**src/rtl/flag_branch_pkg.sv**
```systemverilog
package flag_branch_pkg;

  // Sign flags, packed so that bit 2 = negative, bit 1 = zero, bit 0 = positive
  typedef struct packed {
    logic neg;
    logic zero;
    logic pos;
  } flags_t;

  // Strobes issued by the control half to the datapath
  typedef struct packed {
    logic captureFlags;
    logic resolveBranch;
  } branch_ctrl_t;

  localparam flags_t FLAGS_RESET = '{neg: 1'b0, zero: 1'b1, pos: 1'b0};

endpackage

```
**src/rtl/flag_branch_ctrl.sv**
```systemverilog
module flag_branch_ctrl
  import flag_branch_pkg::*;
#(
  parameter int DATA_W = 16,
  parameter int PAGE_W = 9
) (
  input  logic              loadFlags,
  input  logic              branchEval,
  input  logic [DATA_W-1:0] instr,
  output branch_ctrl_t      ctrl,
  output logic [2:0]        condMask,
  output logic [PAGE_W-1:0] pageOffset
);

  localparam int MASK_LSB = PAGE_W;
  localparam int MASK_MSB = PAGE_W + 2;

  // Field extraction: the mask sits directly above the page offset
  assign condMask   = instr[MASK_MSB:MASK_LSB];
  assign pageOffset = instr[PAGE_W-1:0];

  always_comb begin
    ctrl               = '0;
    ctrl.captureFlags  = loadFlags;
    ctrl.resolveBranch = branchEval;
  end

endmodule

```
**src/rtl/flag_branch_datapath.sv**
```systemverilog
module flag_branch_datapath
  import flag_branch_pkg::*;
#(
  parameter int DATA_W = 16,
  parameter int PAGE_W = 9
) (
  input  logic              clk,
  input  logic              rstN,
  input  branch_ctrl_t      ctrl,
  input  logic [DATA_W-1:0] busValue,
  input  logic [2:0]        condMask,
  input  logic [PAGE_W-1:0] pageOffset,
  input  logic [DATA_W-1:0] pcValue,
  output flags_t            flags,
  output logic              branchTaken,
  output logic [DATA_W-1:0] nextPc
);

  localparam int PAGE_NUM_W = DATA_W - PAGE_W;
  localparam int NUM_FLAGS  = 3;

  flags_t                 signClass;
  logic [NUM_FLAGS-1:0]   flagVec;
  logic [NUM_FLAGS-1:0]   hitVec;
  logic [DATA_W-1:0]      pcInc;
  logic [DATA_W-1:0]      pageTarget;
  logic [PAGE_NUM_W-1:0]  pageNum;

  // Classify the bus value into exactly one sign class
  always_comb begin
    signClass = '0;
    if (busValue[DATA_W-1])       signClass.neg  = 1'b1;
    else if (busValue == '0)      signClass.zero = 1'b1;
    else                          signClass.pos  = 1'b1;
  end

  always_ff @(posedge clk or negedge rstN) begin
    if (!rstN)                  flags <= FLAGS_RESET;
    else if (ctrl.captureFlags) flags <= signClass;
  end

  assign flagVec = flags;

  // Per-flag mask match
  for (genvar k = 0; k < NUM_FLAGS; k++) begin : g_match
    assign hitVec[k] = condMask[k] & flagVec[k];
  end

  assign branchTaken = ctrl.resolveBranch & (|hitVec);

  assign pageNum    = pcValue[DATA_W-1:PAGE_W];
  assign pageTarget = {pageNum, pageOffset};
  assign pcInc      = pcValue + DATA_W'(1);
  assign nextPc     = branchTaken ? pageTarget : pcInc;

endmodule

```
**src/rtl/flag_branch_resolver.sv**
```systemverilog
module flag_branch_resolver
  import flag_branch_pkg::*;
#(
  parameter int DATA_W = 16,
  parameter int PAGE_W = 9
) (
  input  logic              clk,
  input  logic              rstN,
  input  logic [DATA_W-1:0] busValue,
  input  logic              loadFlags,
  input  logic [DATA_W-1:0] instr,
  input  logic [DATA_W-1:0] pcValue,
  input  logic              branchEval,
  output logic              branchTaken,
  output logic [DATA_W-1:0] nextPc,
  output logic [2:0]        flagsOut
);

  branch_ctrl_t      ctrl;
  logic [2:0]        condMask;
  logic [PAGE_W-1:0] pageOffset;
  flags_t            flags;

  flag_branch_ctrl #(.DATA_W(DATA_W), .PAGE_W(PAGE_W)) uCtrl (
    .loadFlags  (loadFlags),
    .branchEval (branchEval),
    .instr      (instr),
    .ctrl       (ctrl),
    .condMask   (condMask),
    .pageOffset (pageOffset)
  );

  flag_branch_datapath #(.DATA_W(DATA_W), .PAGE_W(PAGE_W)) uDp (
    .clk         (clk),
    .rstN        (rstN),
    .ctrl        (ctrl),
    .busValue    (busValue),
    .condMask    (condMask),
    .pageOffset  (pageOffset),
    .pcValue     (pcValue),
    .flags       (flags),
    .branchTaken (branchTaken),
    .nextPc      (nextPc)
  );

  assign flagsOut = flags;

endmodule

```
**config.mk**
```make
export PLATFORM = sky130hd
export DESIGN_NAME = flag_branch_resolver
export DESIGN_NICKNAME = d
export VERILOG_FILES = /design/src/rtl/flag_branch_pkg.sv /design/src/rtl/flag_branch_ctrl.sv /design/src/rtl/flag_branch_datapath.sv /design/src/rtl/flag_branch_resolver.sv
export SDC_FILE = /design/constraint.sdc
export NUM_CORES = 1
export LEC_CHECK = 0
export CAP_MARGIN = 15
export CORE_MARGIN = 2
export CORE_UTILIZATION = 35
export DETAILED_ROUTE_END_ITERATION = 7
export DONT_BUFFER_PORTS = 1
export PLACE_DENSITY = 0.53
export SYNTH_ARGS = -nofsm -noshare
export SYNTH_HDL_FRONTEND = slang
export SYNTH_SLANG_ARGS = --single-unit
```
**constraint.sdc**
```tcl
create_clock -name clk -period 1.8 [get_ports clk]
set_input_delay 0.09 -clock clk [delete_from_list [all_inputs] [get_ports clk]]
set_output_delay 0.09 -clock clk [all_outputs]
set_load 0.1 [all_outputs]
```
==> results of run 1 <==
==> what timing repair did <==
action / in CTS
hold buffers: 1
setup buffers: 9
gates resized for setup: 17
setup endpoints to repair: 16
endpoints found under the hold margin: 3
cloned: 1
pin swaps: 6
==> cell usage after synthesis, types with 2 or more instances <==
master	instances
xor2_1	2
nand4_1	3
a21oi_1	8
nor4_1	4
nand3_1	8
nand2_1	4
nor2_1	13
inv_1	3
dfrtp_1	2
mux2_2	4
xnor2_1	12
and4_1	3
==> per-stage QoR <==
step	TNS [ns]	util [%]	setup WS [ns]	instance area (sq um)
2_1_floorplan	-5.37	-	-0.536	817
3_3_place_gp	-0.571	80.0	-0.122	1220
4_1_cts	-4.33	93.7	-0.406	1430
3_5_place_dp	-1.05	80.0	-0.223	1220
==> cell families after synthesis <==
kind of cell	count (synthesis)
AOI/OAI and AO/OA	12
adders and majority gates	1
DFF	3
and+or+nand+nor	39
xor gates and xnor gates	14
buffers and inverters	4
muxes	4
==> metrics, run 1 <==
outcome=aborted with a tool error; Stop stage=global routing (5_1_grt); Err=[ERROR DPL-0033] detailed placement checks failed during check placement.; Ports=72; # rows=14; clk sink count=3; main flop type after synthesis=dfrtp_1; Worst EP kind=top-level output; grt repair worst endpoint=nextPc[12]; H-tree levels=1; total CTS buffers=3; Area contributors post-synth=xnor2_1, dfrtp_1, nor2_1; largest family of logic cells by synthesized area=simple AND/OR/NAND/NOR gates; clk buf depth=2; mux cell area share after synthesis=7.81%; leading area contributor after synthesis=xnor2_1; FF+latch count, synth=3; number of synthesized flops with an enable pin=0; Post-Syn Instances=77; largest net degree at the start of global routing=9; warnings from Yosys=0; die height=44.6 um; Netlist cell types=23; placed insts=116; Clock Tree Root=clkbuf_4; Adder-Cell Fraction of Synth Area=2.17%; Post-Synth Simple-Gate Area=35.1%; Seq/Total Area, Yosys=13.2%; post-synthesis xor/xnor area fraction=21.3%; DP HPWL=1700 um; Compound-Gate Fraction of Synth Area=17.6%; Synth async-reset ratio=100%; initial antenna violation count=0; Yosys top cell area share=18.2%; GPL Wtd Cong=0.700; synthesized cell area=577 sq um; Post-Syn Nets=130; syn avg cell area=7.49 sq um; Port Buf Inserts=0; Die Span X=44.6 um; initial core utilization=37.8%
==> run 2, diff against run 1 <==
--- a/config.mk
+++ b/config.mk
@@ -6,11 +6,11 @@
 export NUM_CORES = 1
 export LEC_CHECK = 0
 export CAP_MARGIN = 15
-export CORE_MARGIN = 2
-export CORE_UTILIZATION = 35
+export CORE_AREA = 2 2 63 65
 export DETAILED_ROUTE_END_ITERATION = 7
+export DIE_AREA = 0 0 65 67
 export DONT_BUFFER_PORTS = 1
-export PLACE_DENSITY = 0.53
+export PLACE_DENSITY_LB_ADDON = 0.15
 export SYNTH_ARGS = -nofsm -noshare
 export SYNTH_HDL_FRONTEND = slang
 export SYNTH_SLANG_ARGS = --single-unit
==> run 2 against run 1 <==
Compared with the run above:
- the flow now finishes, with violations (setup timing)
- area after synthesis stayed put
- synthesized cell count stayed put
==> metrics, run 2 <==
outcome=finished, violations left; failing checks=setup timing; Port Buf Inserts=0; most frequent cells in the layout=buf_12, buf_4, nor2_4, a21oi_4; Area contributors post-synth=xnor2_1, dfrtp_1, nor2_1; total CTS buffers=3; Post-Syn Nets=130; Clock Latency Late Sink=0.21 ns; Crit Path Max Fanout=7; most common cell in the netlist=nor2_1; Static Leak=0.558 nW; Seq. cell area=81.3 sq um; largest net degree at the start of global routing=8; Initial DRC Count=11; area of the core=3610 sq um; Synth async-reset ratio=100%; synthesized cell area=577 sq um; Final Instance Area=1510 sq um; initial antenna violation count=0; H-tree levels=1; Max-Cap Viols=0; Die Span X=65 um; total wire length=2290 um; syn avg cell area=7.49 sq um; multi-input logic area=802 sq um; Post-Place Worst Slack=-0.106 ns; drt drc=0; Worst Hold Slack=0.0314 ns; CP arrival=2.06 ns; Vias=742; Seq/Total Area, Yosys=13.2%; Hold Vio Cnt, Final=0; final non-filler cell total=161; initial core utilization=16.0%; Worst Clk Skew=0 ns; most common cell after layout, fill and taps aside=buf_12; drt pass-1 iters=4; setup ws final=-0.355 ns; GPL Wtd Cong=0.715; # fillers=352; Final min period=2.15 ns; Worst setup SP type=register; Hold/Removal Path Class=in2reg; first-pass GRT wire length=3750 um; CTS tree=done; die height=67 um; antenna-violating nets left=0; FF+latch count, synth=3; Ports=72; clk sink count=3; Netlist cell types=23; Final nets=167; post-route clock period utilization=120%; Reg clk slew, reported paths=0.03 ns; vias in the first global route=788; # rows=22; warnings from Yosys=0; Largest Register=uDp.flags; clk buf depth=2; die area=4360 sq um; max-slew violation count=0; top post-synthesis cells by count=nor2_1, xnor2_1, a21oi_1, nand3_1; area delta synth->final=162%; Required @ worst endpoint=1.71 ns; antenna diode count=0; DP HPWL=1860 um; Fmax=464 MHz; Yosys top cell area share=18.2%; Critical Path Sink Type=primary output; GRT Total Usage=11.1%; RSZ-0062 raised after global routing=true; Post-Syn Instances=77; Worst-Margin Slew=0.567 ns; peak supply drop=0.000300 V; total grt overflow=0; Slew Limit Headroom=62.0%; drt wl/cell=14.2 um; number of flip-flops under the largest register name=3; Setup CP Type=reg2out; average vias per placed instance=4.61; number of synthesized flops with an enable pin=0; placed inst area=1270 sq um; endpoints failing setup=17; share of layout cells above drive strength 1=64.6%; Pwr Density=612 nW/um^2; Tot Pwr=0.927 mW; main flop type after synthesis=dfrtp_1; Regs by FF count=uDp.flags: 3 flops; Clock Tree Root=clkbuf_8; placed insts=149; leading area contributor after synthesis=xnor2_1
[run 2: final timing paths]
check                                   from      endpoint  slack [ns]  cells after the start
worst max-delay path            uDp.flags[0]     nextPc[1]       -0.35                      7
worst min-delay path            busValue[15]  uDp.flags[2]        0.03                      1
worst max register to register  uDp.flags[0]  uDp.flags[0]        0.66                      2
worst min register to register  uDp.flags[1]  uDp.flags[1]        0.89                      2
max in group asynchronous               rstN  uDp.flags[1]        1.44                      1
min in group asynchronous               rstN  uDp.flags[0]        0.13                      1
[run 2: final cells by class]
type | instances | share of cell area [%]
multi-input combinational | 70 | 53.0
timing repair buffer | 33 | 33.7
sequential | 3 | 5.37
tap | 48 | 3.97
clock buffer | 4 | 2.98
inverter | 3 | 0.992
[run 2: kinds of logic after synthesis]
group | count (synthesis) | synth area share (%)
AO/OA/AOI/OAI | 12 | 17.6
XOR/XNOR | 14 | 21.3
multiplexers | 4 | 7.81
buffers and inverters | 4 | 2.82
adder cells (fa/ha/maj) | 1 | 2.17
flip-flops | 3 | 13.2
AND/OR/NAND/NOR | 39 | 35.1
[run 2: power by group]
part | leakage, nW | switching (mW) | internal [mW]
Clock | 0.0228 | 0.0409 | 0.151
Combinational | 0.503 | 0.401 | 0.256
Sequential | 0.0318 | 0.00373 | 0.0745
Total | 0.558 | 0.445 | 0.481
[run 2: through the flow]
| stage | TNS (ns) | util [%] |
|---|---|---|
| 4_1_cts | -3.61 | 40.5 |
| 3_5_place_dp | -0.336 | 35.1 |
| 2_1_floorplan | -5.37 | - |
| 3_3_place_gp | -0.314 | 35.1 |
| 6_report | -4.29 | 42.0 |
| 5_1_grt | -5.51 | 42.0 |
[run 2: critical path, cell delays in order, from the launching register on]
cell and delay (ns):
dfrtp_4 0.47, a22o_4 0.26, buf_4 0.13, buf_6 0.11, o21ai_4 0.21, buf_12 0.18
mux2_4 0.32, buf_12 0.17
[run 2: metal layers]
layer  GRT usage (%)  up-vias  wire length [um]
met5               0        -                 0
met4            6.38        0                14
met3            3.55        2               184
met2            19.1       34              1340
met1            12.1      352               746
li1                -      354                 -
[run 2: repair_timing]
| action | CTS | global route |
|---|---|---|
| endpoints found under the setup margin | 17 | 17 |
| hold buffers | 1 | 0 |
| cloned | 1 | 0 |
| pin swaps | 7 | 6 |
| resized for setup | 19 | 13 |
| setup buffers | 4 | 3 |
| endpoints found under the hold margin | 3 | 0 |
No activity file was read; power rests on OpenSTA's default activity.
==> run 3, diff against run 2 <==
--- a/config.mk
+++ b/config.mk
@@ -7,6 +7,7 @@
 export LEC_CHECK = 0
 export CAP_MARGIN = 15
 export CORE_AREA = 2 2 63 65
+export CTS_CLUSTER_SIZE = 16
 export DETAILED_ROUTE_END_ITERATION = 7
 export DIE_AREA = 0 0 65 67
 export DONT_BUFFER_PORTS = 1
==> constraint.sdc (replaced) <==
create_clock -name clk -period 2.69 [get_ports clk]
set_input_delay 0.1345 -clock clk [delete_from_list [all_inputs] [get_ports clk]]
set_output_delay 0.1345 -clock clk [all_outputs]
set_load 0.1 [all_outputs]
==> run 3 against run 2 <==
Compared with the run above:
- the run now ends clean
- clock skew unchanged
- non-clock buffer count down 12
- die area unchanged
- sequential share of layout area up 1.2 points
- sequential power down 35%
==> metrics, run 3 (synthesis results as in run 2) <==
die area=4360 sq um; worst reg2reg path depth=1; initial antenna violation count=0; total wire length=1870 um; Final nets=155; # rows=22; Worst Clk Skew=0 ns; Clock Latency Late Sink=0.21 ns; endpoints failing setup=0; max-slew violation count=0; Static Leak=0.442 nW; Worst-Margin Slew=0.605 ns; Required @ worst endpoint=2.56 ns; placed inst area=1110 sq um; multi-input logic area=623 sq um; Largest Register=uDp.flags; post-route clock period utilization=89.8%; drt pass-1 iters=4; placed insts=144; GRT Total Usage=8.66%; Crit Path Max Fanout=6; share of layout cells above drive strength 1=46.5%; first-pass GRT wire length=2970 um; average vias per placed instance=4.25; initial core utilization=16.0%; Vias=633; antenna diode count=0; Ports=72; CTS tree=done; TNS Setup=0 ns; Hold Vio Cnt, Final=0; most common cell after layout, fill and taps aside=buf_12; CP arrival=2.28 ns; final non-filler cell total=149; Critical Path Sink Type=primary output; area delta synth->final=102%; Worst setup SP type=register; drt drc=0; setup repair bufs after CTS=0; total CTS buffers=3; H-tree levels=1; total grt overflow=0; clk buf depth=2; Final min period=2.42 ns; Slew Limit Headroom=59.7%; clk sink count=3; Fmax=414 MHz; Setup CP Type=reg2out; Regs by FF count=uDp.flags: 3 flops; Hold/Removal Path Class=in2reg; # fillers=363; Die Span X=65 um; Clock Tree Root=clkbuf_8; number of flip-flops under the largest register name=3; Port Buf Inserts=0; Tot Pwr=0.549 mW; GPL Wtd Cong=0.699; drt wl/cell=12.6 um; cell depth of the worst hold path=1; most frequent cells in the layout=buf_12, nor2_1, nand3_1, a21oi_2; largest net degree at the start of global routing=13; Pwr Density=472 nW/um^2; outcome=completed; area of the core=3610 sq um; Reg clk slew, reported paths=0.03 ns; DP HPWL=1690 um; die height=67 um; Seq. cell area=76.3 sq um; antenna-violating nets left=0; Final Instance Area=1160 sq um; peak supply drop=0.000140 V; RSZ-0062 raised after global routing=false; Initial DRC Count=15; Max-Cap Viols=0; vias in the first global route=672
[run 3: cell types whose count changed in the layout (fill, tap and decap cells not counted), sizes merged]
cell,delta
buf,-12
clkinvlp,-1
inv,+1
[run 3: through the flow]
step	hold WS, ns	util, %	setup slack [ns]
6_report	0.0798	32.3	0.273
5_1_grt	0.0758	32.3	0.109
4_1_cts	0.0781	32.3	0.250
3_5_place_dp	-0.161	30.7	0.477
3_3_place_gp	-0.161	30.7	0.500
2_1_floorplan	-0.161	-	-0.427
[run 3: layout make-up]
type,count,area share (%)
clock buffers,4,3.87
repair buffers,21,29.9
multi-input cells,70,53.5
well taps,48,5.16
flip-flops and latches,3,6.56
inverters,3,0.968
[run 3: final timing paths]
kind,start,endpoint,slack [ns]
min reg2reg,uDp.flags[1],uDp.flags[1],0.88
max reg2reg,uDp.flags[1],uDp.flags[1],1.51
max in group asynchronous,rstN,uDp.flags[1],2.30
max,uDp.flags[1],nextPc[12],0.27
min,busValue[15],uDp.flags[2],0.08
min in group asynchronous,rstN,uDp.flags[0],0.17
[run 3: metal layers]
layer  track usage, %  up-vias  routed length, um
met4             3.99        0                  0
li1                 -      328                  -
met3             2.36        0                181
met1             10.3      278                699
met5                0        -                  0
met2             14.4       27                990
[run 3: critical path: stages (launching register included)]
cell and delay [ns]:
dfstp_2 0.53, a22o_4 0.32, a2111oi_4 0.50, nand4_1 0.29, xnor2_4 0.23, buf_12 0.19
[run 3: where the power goes]
part | switching (mW) | internal [mW]
combinational | 0.244 | 0.126
sequential | 0.00214 | 0.0486
clock | 0.0270 | 0.101
total | 0.273 | 0.276
[run 3: timing repair]
action	in CTS	in global routing
setup endpoints to repair	0	0
endpoints found under the hold margin	3	0
gates resized for setup	0	0
hold buffers	1	0
==> run 4, diff against run 3 <==
--- a/config.mk
+++ b/config.mk
@@ -12,6 +12,7 @@
 export DIE_AREA = 0 0 65 67
 export DONT_BUFFER_PORTS = 1
 export PLACE_DENSITY_LB_ADDON = 0.15
+export RECOVER_POWER = 25
 export SYNTH_ARGS = -nofsm -noshare
 export SYNTH_HDL_FRONTEND = slang
 export SYNTH_SLANG_ARGS = --single-unit
==> run 4 against run 3 <==
Compared with the run above:
- setup slack about the same
- combinational power about the same
- design area down 0.65%
- count of clock-buffer cells in the layout unchanged
- non-clock buffer count unchanged
- first-iteration DRC count up 13%
- critical path depth unchanged
- wire length about the same
==> metrics, run 4 (synthesis results as in run 2) <==
outcome=completed; area of the core=3610 sq um; # rows=22; critical path's largest stage delay=0.53 ns; largest net degree at the start of global routing=13; Hold Path Sink=uDp.flags[2]; CTS resizes=0; number of flip-flops under the largest register name=3; CP Buf/Inv Count=1; Initial DRC Count=17; die area=4360 sq um; Crit Path Max Fanout=6; Critical Path Sink Type=primary output; Clock Latency Late Sink=0.21 ns; reg2reg start=uDp.flags[0]; post-route clock period utilization=89.8%; Required @ worst endpoint=2.56 ns; Vias=632; Top delay family on crit path=compound AO/OA/AOI/OAI gates; total wire length=1870 um; peak supply drop=0.000139 V; H-tree levels=1; Clock Tree Root=clkbuf_8; worst reg2reg path depth=2; endpoints failing setup=0; Hold Vio Cnt, Final=0; share of layout cells above drive strength 1=44.6%; initial antenna violation count=0; drt pass-1 iters=4; drt drc=0; clk sink count=3; antenna-violating nets left=0; Ports=72; Slew Limit Headroom=19.6%; CP cell instances=a22o_4 > a2111oi_4 > nand4_1 > xnor2_4 > buf_12; most frequent cells in the layout=buf_12, nor2_1, nand3_1, a21oi_2; first-pass GRT wire length=2970 um; Tot Pwr=0.546 mW; Worst Clk Skew=0 ns; Reg clk slew, reported paths=0.03 ns; placed insts=144; CP arrival=2.28 ns; Worst Hold Slack=0.0795 ns; Setup CP Type=reg2out; Final nets=155; Largest Register=uDp.flags; Final Instance Area=1160 sq um; clk buf depth=2; Regs by FF count=uDp.flags: 3 flops; GPL Wtd Cong=0.699; drt wl/cell=12.6 um; Worst setup SP type=register; Port Buf Inserts=0; Static Leak=0.435 nW; most common cell after layout, fill and taps aside=buf_12; total CTS buffers=3; max-slew violation count=0; setup repair bufs after CTS=0; die height=67 um; area delta synth->final=100%; placed inst area=1110 sq um; worst r2r dst=uDp.flags[0]; vias in the first global route=672; slowest cell on the critical path=dfstp_2; Final min period=2.42 ns; final non-filler cell total=149; Fmax=414 MHz; antenna diode count=0; hold_sp=busValue[15]; Max-Cap Viols=0; DP HPWL=1690 um; average vias per placed instance=4.24; Worst-Margin Slew=1.21 ns; Hold/Removal Path Class=in2reg; initial core utilization=16.0%; total grt overflow=0; cell depth of the worst hold path=1; GRT Total Usage=8.66%; Die Span X=65 um; Pwr Density=472 nW/um^2; R2R setup slack=1.05 ns; CTS tree=done; RSZ-0062 raised after global routing=false
## run 4: per-layer routing
| layer | GRT usage (%) | share of wire (%) | vias to the layer above |
|---|---|---|---|
| met4 | 3.99 | 0 | 0 |
| met2 | 14.4 | 53 | 27 |
| met3 | 2.36 | 9.7 | 0 |
| met5 | 0 | 0 | - |
| li1 | - | - | 328 |
| met1 | 10.3 | 37 | 277 |
## run 4: worst max path at each step
stage	start	to	slack (ns)	cells past startpoint
after floorplan	uDp.flags[0]	nextPc[2]	-0.43	4
after global placement	uDp.flags[1]	nextPc[12]	0.50	5
after detailed placement	uDp.flags[1]	nextPc[12]	0.48	5
after CTS	uDp.flags[1]	nextPc[12]	0.25	5
after global routing	uDp.flags[1]	nextPc[12]	0.11	5
final	uDp.flags[1]	nextPc[12]	0.27	5
## run 4: timing repair
item	in CTS	in global routing
hold buffers	1	0
endpoints found under the setup margin	0	0
endpoints found under the hold margin	3	0
## run 4: cell type report
class                      count  area [sq um]
clock buffer                   4          45.0
multi-input combinational     70           623
fill                         365          2450
tap                           48          60.1
inverter                       3          11.3
sequential                     3          76.3
timing repair buffer          21           340
## run 4: worst register-to-register path: stages (launching register included)
cell,delay [ns]
dfrtp_1,0.35
clkbuf_1,0.89
mux2_2,0.33
## run 4: where the power goes
part,switching [mW],internal [mW]
clock network,0.0270,0.101
registers,0.00201,0.0486
logic,0.244,0.124
total,0.273,0.273
## run 4: per-stage QoR
| step | TNS [ns] | util, % | setup slack (ns) |
|---|---|---|---|
| after global routing | 0 | 32.1 | 0.109 |
| after detailed placement | 0 | 30.7 | 0.477 |
| after global placement | 0 | 30.7 | 0.500 |
| after floorplan | -2.77 | - | -0.427 |
| final | 0 | 32.1 | 0.273 |
| after CTS | 0 | 32.3 | 0.250 |
